File: src/rtl/dma_irq_pkg.sv
package dma_irq_pkg;
  localparam int REG_W   = 32;
  localparam int NUM_EV  = 6;
  localparam int ST_W    = 3;
  localparam int NIS_BIT = 16;
  localparam int AIS_BIT = 15;
  localparam int TXS_LSB = 20;
  localparam int RXS_LSB = 17;

  // event index -> bit position in status/enable words
  function automatic int ev_pos(input int idx);
    case (idx)
      0: ev_pos = 0;
      1: ev_pos = 1;
      2: ev_pos = 2;
      3: ev_pos = 6;
      4: ev_pos = 7;
      default: ev_pos = 8;
    endcase
  endfunction

  localparam logic [NUM_EV-1:0] NORM_MASK = 6'b001101;
  localparam logic [NUM_EV-1:0] ABN_MASK  = 6'b110010;
endpackage

File: src/rtl/dma_irq_sticky.sv
module dma_irq_sticky
  import dma_irq_pkg::*;
#(
  parameter int N = NUM_EV
) (
  input  logic         clk_i,
  input  logic         rst_ni,
  input  logic [N-1:0] set_i,
  input  logic [N-1:0] clr_i,
  output logic [N-1:0] q_o
);
  for (genvar i = 0; i < N; i++) begin : g_bit
    always_ff @(posedge clk_i or negedge rst_ni) begin
      if (!rst_ni)       q_o[i] <= 1'b0;
      else if (set_i[i]) q_o[i] <= 1'b1;  // set dominates clear
      else if (clr_i[i]) q_o[i] <= 1'b0;
    end
  end
endmodule

File: src/rtl/dma_irq_summary.sv
module dma_irq_summary
  import dma_irq_pkg::*;
(
  input  logic [NUM_EV-1:0] ev_q_i,
  input  logic [NUM_EV-1:0] ena_ev_i,
  input  logic              ena_nis_i,
  input  logic              ena_ais_i,
  output logic              nis_o,
  output logic              ais_o,
  output logic              irq_o
);
  logic [NUM_EV-1:0] live;

  always_comb begin
    live  = ev_q_i & ena_ev_i;
    nis_o = |(live & NORM_MASK);
    ais_o = |(live & ABN_MASK);
    irq_o = (nis_o & ena_nis_i) | (ais_o & ena_ais_i);
  end
endmodule

File: src/rtl/dma_irq_regif.sv
module dma_irq_regif
  import dma_irq_pkg::*;
#(
  parameter int                ADDR_W   = 8,
  parameter logic [ADDR_W-1:0] STAT_OFS = 8'h14,
  parameter logic [ADDR_W-1:0] ENA_OFS  = 8'h1C
) (
  input  logic              clk_i,
  input  logic              rst_ni,
  input  logic [ADDR_W-1:0] addr_i,
  input  logic              wr_i,
  input  logic [REG_W-1:0]  wdata_i,
  output logic [REG_W-1:0]  rdata_o,
  input  logic [NUM_EV-1:0] ev_q_i,
  input  logic              nis_i,
  input  logic              ais_i,
  input  logic [ST_W-1:0]   tx_state_i,
  input  logic [ST_W-1:0]   rx_state_i,
  output logic [NUM_EV-1:0] ev_clr_o,
  output logic [NUM_EV-1:0] ena_ev_o,
  output logic              ena_nis_o,
  output logic              ena_ais_o
);
  logic sel_stat, sel_ena;
  logic [REG_W-1:0] stat_word, ena_word;

  assign sel_stat = (addr_i == STAT_OFS);
  assign sel_ena  = (addr_i == ENA_OFS);

  for (genvar i = 0; i < NUM_EV; i++) begin : g_ev
    localparam int P = ev_pos(i);
    assign ev_clr_o[i] = wr_i & sel_stat & wdata_i[P];
    always_ff @(posedge clk_i or negedge rst_ni) begin
      if (!rst_ni)              ena_ev_o[i] <= 1'b0;
      else if (wr_i && sel_ena) ena_ev_o[i] <= wdata_i[P];
    end
  end

  always_ff @(posedge clk_i or negedge rst_ni) begin
    if (!rst_ni) begin
      ena_nis_o <= 1'b0;
      ena_ais_o <= 1'b0;
    end else if (wr_i && sel_ena) begin
      ena_nis_o <= wdata_i[NIS_BIT];
      ena_ais_o <= wdata_i[AIS_BIT];
    end
  end

  always_comb begin
    stat_word = '0;
    ena_word  = '0;
    for (int i = 0; i < NUM_EV; i++) begin
      stat_word[ev_pos(i)] = ev_q_i[i];
      ena_word[ev_pos(i)]  = ena_ev_o[i];
    end
    stat_word[NIS_BIT] = nis_i;
    stat_word[AIS_BIT] = ais_i;
    stat_word[TXS_LSB +: ST_W] = tx_state_i;
    stat_word[RXS_LSB +: ST_W] = rx_state_i;
    ena_word[NIS_BIT] = ena_nis_o;
    ena_word[AIS_BIT] = ena_ais_o;
    if (sel_stat)     rdata_o = stat_word;
    else if (sel_ena) rdata_o = ena_word;
    else              rdata_o = '0;
  end
endmodule

File: src/rtl/dma_irq_status.sv
module dma_irq_status
  import dma_irq_pkg::*;
#(
  parameter int                ADDR_W   = 8,
  parameter logic [ADDR_W-1:0] STAT_OFS = 8'h14,
  parameter logic [ADDR_W-1:0] ENA_OFS  = 8'h1C
) (
  input  logic              clk_i,
  input  logic              rst_ni,
  input  logic [ADDR_W-1:0] reg_addr_i,
  input  logic              reg_wr_i,
  input  logic [REG_W-1:0]  reg_wdata_i,
  output logic [REG_W-1:0]  reg_rdata_o,
  input  logic [NUM_EV-1:0] ev_set_i,
  input  logic [ST_W-1:0]   tx_state_i,
  input  logic [ST_W-1:0]   rx_state_i,
  output logic              irq_o
);
  logic [NUM_EV-1:0] ev_q, ev_clr, ena_ev;
  logic ena_nis, ena_ais, nis, ais;

  dma_irq_sticky #(.N(NUM_EV)) u_sticky (
    .clk_i (clk_i),
    .rst_ni(rst_ni),
    .set_i (ev_set_i),
    .clr_i (ev_clr),
    .q_o   (ev_q)
  );

  dma_irq_summary u_sum (
    .ev_q_i   (ev_q),
    .ena_ev_i (ena_ev),
    .ena_nis_i(ena_nis),
    .ena_ais_i(ena_ais),
    .nis_o    (nis),
    .ais_o    (ais),
    .irq_o    (irq_o)
  );

  dma_irq_regif #(.ADDR_W(ADDR_W), .STAT_OFS(STAT_OFS), .ENA_OFS(ENA_OFS)) u_regif (
    .clk_i     (clk_i),
    .rst_ni    (rst_ni),
    .addr_i    (reg_addr_i),
    .wr_i      (reg_wr_i),
    .wdata_i   (reg_wdata_i),
    .rdata_o   (reg_rdata_o),
    .ev_q_i    (ev_q),
    .nis_i     (nis),
    .ais_i     (ais),
    .tx_state_i(tx_state_i),
    .rx_state_i(rx_state_i),
    .ev_clr_o  (ev_clr),
    .ena_ev_o  (ena_ev),
    .ena_nis_o (ena_nis),
    .ena_ais_o (ena_ais)
  );
endmodule

File: config.mk
export PLATFORM = sky130hd
export DESIGN_NAME = dma_irq_status
export DESIGN_NICKNAME = d
export VERILOG_FILES = /design/src/rtl/dma_irq_pkg.sv /design/src/rtl/dma_irq_sticky.sv /design/src/rtl/dma_irq_summary.sv /design/src/rtl/dma_irq_regif.sv /design/src/rtl/dma_irq_status.sv
export SDC_FILE = /design/constraint.sdc
export NUM_CORES = 1
export LEC_CHECK = 0
export ABC_AREA = 1
export CAP_MARGIN = 20
export CORE_MARGIN = 8
export CORE_UTILIZATION = 28
export CTS_CLUSTER_DIAMETER = 50
export DETAILED_ROUTE_END_ITERATION = 10
export GPL_TIMING_DRIVEN = 0
export PLACE_DENSITY_LB_ADDON = 0.3
export SLEW_MARGIN = 10
export SYNTH_ARGS = -nofsm -noshare
export SYNTH_HDL_FRONTEND = slang
export SYNTH_SLANG_ARGS = --single-unit
File: constraint.sdc
create_clock -name clk_i -period 1.25 [get_ports clk_i]
set_input_delay 0.25 -clock clk_i [delete_from_list [all_inputs] [get_ports clk_i]]
set_output_delay 0.25 -clock clk_i [all_outputs]
set_load 0.02 [all_outputs]
==> flow_summary.ini, run 1 <==
[finish]
final_net_count = 288
fin_util_pct = 54.9
fillCellCount = 335
syn2layout_area_growth_pct = 93.2
diodes = 0
drive_gt1_share_pct = 47.0

[floorplan]
die_h_microns = 76.3
initial_core_util_pct = 28.4
die_x_microns = 76.3
rows = 22
core_area_sq_mm = 0.00358
ioPinCount = 88
die_area_sq_mm = 0.00582

[setup_path]
required_ns = 1.00
reg2reg_depth = 3
setup.worst_path.start = u_regif.ena_ev_o[3]
cp-end-kind = output pin
reg2reg_slack_ns = 0.50
cp-start-kind = flip-flop
rr_startpoint = u_regif.ena_ev_o[1]
path_max_fanout = 3
cp.arrival_ns = 1.20
timing.rr.end = u_regif.ena_ev_o[1]
criticalPathCategory = flip-flop to output pin

[sta]
whs_ns = 0.359
setup_tns_ns = -2.57
fmax_mhz = 687
setup-violations-final = 15
worst_slew_pin_slew_ns = 0.651
slew_viol_final = 0
layout_min_cycle_time_ns = 1.45
fin_crit_sh_pct = 116
report.final.hold_viol_count = 0
grt_setup_unrepaired = yes
fin_ws_ns = -0.205
slew_headroom_pct = 56.4
clock_skew_ns = 0

[outcome]
violations = setup timing
outcome = complete, but fails checks

[placed_design]
pre_cts_ws_ns = -1.37
dpl.hpwl_microns = 2310
place.gp.congestion = 0.834
port_buffers = 45

[cts]
cts_tree = done
clockBufferDepth = 2
cts-root-buf = clkbuf_4
h-tree-depth = 1
cts.clk_slew.worst_paths_ns = 0.09
cts_made_buffers = 3
insertion_delay_ns = 0.28
clock-sinks = 14

[pwr]
finalPower_mw = 1.13
leakage_nw = 1.05
power_density_mw_per_mm2 = 576
ir_worst_vdd_uv = 260

[yosys]
yosys.area.top_type_share_pct = 34.4
synth_compound_area_share_pct = 0.861
ys_seq_area_share_pct = 34.4
synth-simple-area-share_pct = 41.5
synth_top_cell_by_area = dfrtp_1
avgSynthCellArea_sq_um = 6.92
synth_top_family_by_area = simple AND/OR/NAND/NOR gates
syn_area_sq_mm = 0.00102
synthMuxAreaShare_pct = 0
yosys.cell_types.count = 16
ys_ff_latch = 14
syn-instance-count = 147
synthAdderAreaFrac_pct = 0
synth_area_leaders = dfrtp_1, nand2_1, buf_4
synth_xor_area_share_pct = 0
synth_warnings = 0

[drt]
via_per_inst = 4.15
detail_route.first_pass.iterations = 4
num_vias = 1163
ant_nets = 0
drt_iter0_drc = 44
routedWlPerCell_microns = 11.5
drc = 0
wl_microns = 3210

[grt]
antenna_found_initial = 0
track_usage_pct = 11.2
grt_overflow = 0
grt_pass1_wl_microns = 5460
grt_start_max_net_pins = 15
grt_pass1_vias = 1161

[run]
drv_cap = 0

[hold_path]
hold_path_class = primary input to async pin
state kept, by name (all words and copies together) (netlist names):
name and cells:
u_regif.ena_ais_o 1, u_sticky.q_o 6, u_regif.ena_ev_o 6, u_regif.ena_nis_o 1
metal layers:
layer | track usage, % | part of all wire [%] | wire (microns)
met5 | 0 | 0 | 0
met4 | 5.96 | 1.7 | 55
met3 | 2.95 | 6.7 | 214
met2 | 19.5 | 49 | 1580
met1 | 12.2 | 42 | 1360
critical path: stages (launching register included):
cell,delay [ns]
dfrtp_1,0.41
nand2_1,0.08
nand3_2,0.07
a22o_1,0.22
buf_6,0.13
power breakdown:
| group | switching, mW | internal, mW |
|---|---|---|
| clock network | 0.161 | 0.177 |
| registers | 0.00850 | 0.465 |
| logic | 0.158 | 0.163 |
| total | 0.327 | 0.805 |
cell usage in the layout (no fill, tap or decap), types with 2 or more instances in the layout:
cell type         n
inv_1            12
nand3_1           8
nand2_4           2
clkdlybuf4s50_1  22
buf_4            34
nand2_1          41
inv_12            2
inv_4             4
inv_2             2
nand3_2           8
nor2_4            9
clkbuf_4          3
nand2_2          14
nand4_1           7
buf_6            23
dfrtp_1          14
conb_1           18
buf_2             4
cells by family (layout without fill, tap and decap cells):
logic type | after synthesis | in the layout
AND/OR/NAND/NOR | 90 | 90
AO/OA/AOI/OAI | 1 | 1
buffers and inverters | 41 | 109
flip-flops | 14 | 14
other | 1 | 18
worst max-delay path by stage:
stage,end,cells after the start
global placement,reg_rdata_o[17],9
CTS,irq_o,4
global route,irq_o,4
detailed placement,reg_rdata_o[17],9
floorplan,reg_rdata_o[17],7
finish,irq_o,4
stage by stage:
step	std cells	cell area [sq um]
floorplan	164	1190
global placement	257	1700
detailed placement	257	1700
CTS	279	1960
global route	280	1970
finish	280	1970
cells in the mapped netlist, drive strengths merged:
master	instances
conb	1
nor2	10
a22o	1
buf	20
nand2	57
nand4	7
inv	21
dfrtp	14
nand3	16
area by class of cell:
type / instances / area, sq um / area share (%)
multi-input cells: 109 / 626 / 31.8
repair buffers: 64 / 623 / 31.7
inverters: 21 / 119 / 6.05
flip-flops and latches: 14 / 350 / 17.8
plain buffers: 20 / 151 / 7.70
well taps: 48 / 60.1 / 3.06
clock buffers: 4 / 36.3 / 1.85
repair_timing:
action                     4_1_cts  5_1_grt
pin swaps                       13        6
resized for setup              143        1
setup endpoints to repair       23       15
hold buffers                     0        0
setup buffers                   17        1
cloned                           1        0
Power figures use the tool's default switching activity.
==> inputs of run 2 (changes only) <==
--- a/config.mk
+++ b/config.mk
@@ -8,7 +8,7 @@
 export ABC_AREA = 1
 export CAP_MARGIN = 20
 export CORE_MARGIN = 8
-export CORE_UTILIZATION = 28
+export CORE_UTILIZATION = 30
 export CTS_CLUSTER_DIAMETER = 50
 export DETAILED_ROUTE_END_ITERATION = 10
 export GPL_TIMING_DRIVEN = 0
@@ -16,4 +16,5 @@
 export SLEW_MARGIN = 10
 export SYNTH_ARGS = -nofsm -noshare
 export SYNTH_HDL_FRONTEND = slang
+export SYNTH_HIERARCHICAL = 1
 export SYNTH_SLANG_ARGS = --single-unit
==> flow_summary.ini, run 2 <==
[placed_design]
postPlaceCellArea_sq_mm = 0.00168
port_buffers = 44
dpl.hpwl_microns = 2340
place.gp.congestion = 0.804
dp_cells = 277

[finish]
syn2layout_area_growth_pct = 97.3
final_net_count = 315
drive_gt1_share_pct = 51.2
diodes = 0
mostFrequentLayoutCell = buf_4
fin_area_sq_mm = 0.00220
layout_common_cells = buf_4, nand2_1, buf_6
top_regs = u_regif/ena_ev_o: 6 flops, u_sticky/q_o: 6 flops
fin_cells = 306

[pwr]
finalPower_mw = 1.23
p_clk_share_pct = 30.5
p_seq_share_pct = 38.6
p_int_uw = 875
swShare_pct = 28.9
power_density_mw_per_mm2 = 559
ir_worst_vdd_uv = 459
p_switching_uw = 355
p_comb_share_pct = 30.8
leakage_nw = 1.18

[grt]
track_usage_pct = 11.7
grt_pass1_vias = 1278
grt_start_max_net_pins = 15
grt_pass1_wl_microns = 5730
antenna_found_initial = 0
grt_overflow = 0

[cts]
h-tree-depth = 1
clockBufferDepth = 2
clock-sinks = 14
cts-root-buf = clkbuf_8
cts-hold-fix-buffers = 0
cts_tree = done
insertion_delay_ns = 0.25
cts_made_buffers = 3
cts.clk_slew.worst_paths_ns = 0.06

[setup_path]
critPathMaxStageDelay_ns = 0.40
cpMaxStageDelayCell = dfrtp_1
required_ns = 1.00
path_max_fanout = 2
cp.arrival_ns = 1.11
crit_top_cell = nand3_2
criticalPathCategory = flip-flop to output pin
cp-start-kind = flip-flop
crit_chain = nand2_1, nand3_2, nand3_2, nand2_2, buf_6
cp-end-kind = output pin

[sta]
fin_ws_ns = -0.111
fin_crit_sh_pct = 109
setup-violations-final = 15
slew_headroom_pct = 56.1
layout_min_cycle_time_ns = 1.36
report.final.hold_viol_count = 0
whs_ns = 0.319
fmax_mhz = 735
worst_slew_pin_slew_ns = 0.656
grt_setup_unrepaired = yes
clock_skew_ns = 0
slew_viol_final = 0

[yosys]
synth_warnings = 6
avgSynthCellArea_sq_um = 6.64
ys_ff_latch = 14
post-synth-top-count-cell = nand2_1
yosys.area.top_type_share_pct = 31.4
synth-async-reset-ratio_pct = 100
syn_area_sq_mm = 0.00111
ys_seq_area_share_pct = 31.4
syn-instance-count = 168
yosys.cell_types.count = 17
yosys-top-cells-count = nand2_1, inv_1, buf_4
synth_area_leaders = dfrtp_1, nand2_1, buf_4
synth-edff-count = 0
synth_top_cell_by_area = dfrtp_1
ys.flop_type = dfrtp_1

[floorplan]
rows = 22
die_area_sq_mm = 0.00592
die_h_microns = 77.0
initial_core_util_pct = 30.9
die_x_microns = 77.0
ioPinCount = 88
core_area_sq_mm = 0.00361

[outcome]
outcome = complete, but fails checks
violations = setup timing

[drt]
ant_nets = 0
drt_iter0_drc = 28
detail_route.first_pass.iterations = 4
routedWlPerCell_microns = 11.6
num_vias = 1223
via_per_inst = 4.00
drc = 0
wl_microns = 3550

[run]
drv_cap = 0

[hold_path]
hold_path_class = primary input to flip-flop
## run 2: cell count changes in the layout (fill, tap and decap cells not counted), moves of 6 or more
cell     before  now
nand2_1      41   33
nor2_1        0    6
nand2_2      14   22
nand4_1       7    0
inv_1        12   25
## run 2: per-layer routing
metal / up-vias / GRT usage, % / part of all wire [%]
li1: 633 / - / -
met3: 6 / 4.20 / 6.2
met1: 535 / 13.2 / 40
met4: 0 / 6.15 / 1.8
met2: 49 / 18.9 / 52
met5: - / 0 / 0
## run 2: timing repair
action	CTS	global route
cloned	3	0
endpoints found under the setup margin	21	23
resized for setup	163	46
endpoints found under the hold margin	0	0
pin swaps	21	22
buffers inserted	20	3
## run 2: area by class of cell
class                           instances  area (sq um)
Timing Repair Buffer                   69           694
Inverter                               32           123
Buffer                                 21           171
Tap cell                               48          60.1
Multi-Input combinational cell        119           759
Fill cell                             328          1410
Sequential cell                        14           350
Clock buffer                            3          41.3
## run 2: kinds of logic after synthesis
logic type	Yosys count	share of synthesized area (%)
buffers and inverters	53	26.1
flip-flops	14	31.4
other	1	0.336
AND/OR/NAND/NOR	100	42.1
## run 2: through the flow
stage          util (%)  setup slack (ns)  TNS (ns)
6_report           61.0            -0.111    -0.915
5_1_grt            61.0            -0.158     -1.63
4_1_cts            55.3           -0.0862    -0.855
3_5_place_dp       46.6             -1.04    -18.91
3_3_place_gp       46.6             -1.04    -18.69
2_1_floorplan         -          -0.00842   -0.0505
## run 2: worst paths after layout
check,endpoint,cells after the start,startpoint,slack (ns)
worst min-delay path,u_regif/ena_ev_o[5],3,reg_wr_i,0.32
worst max register to register,u_sticky/q_o[0],3,u_sticky/q_o[0],0.49
max in group asynchronous,u_regif/ena_ev_o[0],1,rst_ni,0.42
worst min register to register,u_sticky/q_o[1],2,u_sticky/q_o[1],0.52
worst max-delay path,reg_rdata_o[16],5,u_sticky/q_o[0],-0.11
min in group asynchronous,u_sticky/q_o[4],1,rst_ni,0.40
## run 2: power by group through the flow
stage / Combinational, mW / Clock, mW / Sequential (mW)
6_report: 0.379 / 0.376 / 0.475
5_1_grt: 0.407 / 0.413 / 0.477
4_1_cts: 0.335 / 0.381 / 0.474
3_5_place_dp: 0.283 / 0 / 0.483
3_3_place_gp: 0.281 / 0 / 0.483
2_1_floorplan: 0.164 / 0 / 0.482
## run 2: worst max-delay path: cells and delay by family, from the launching register on
family | cells | cell delay (ns)
buffers and inverters | 1 | 0.12
flip-flops | 1 | 0.40
AND/OR/NAND/NOR | 4 | 0.34
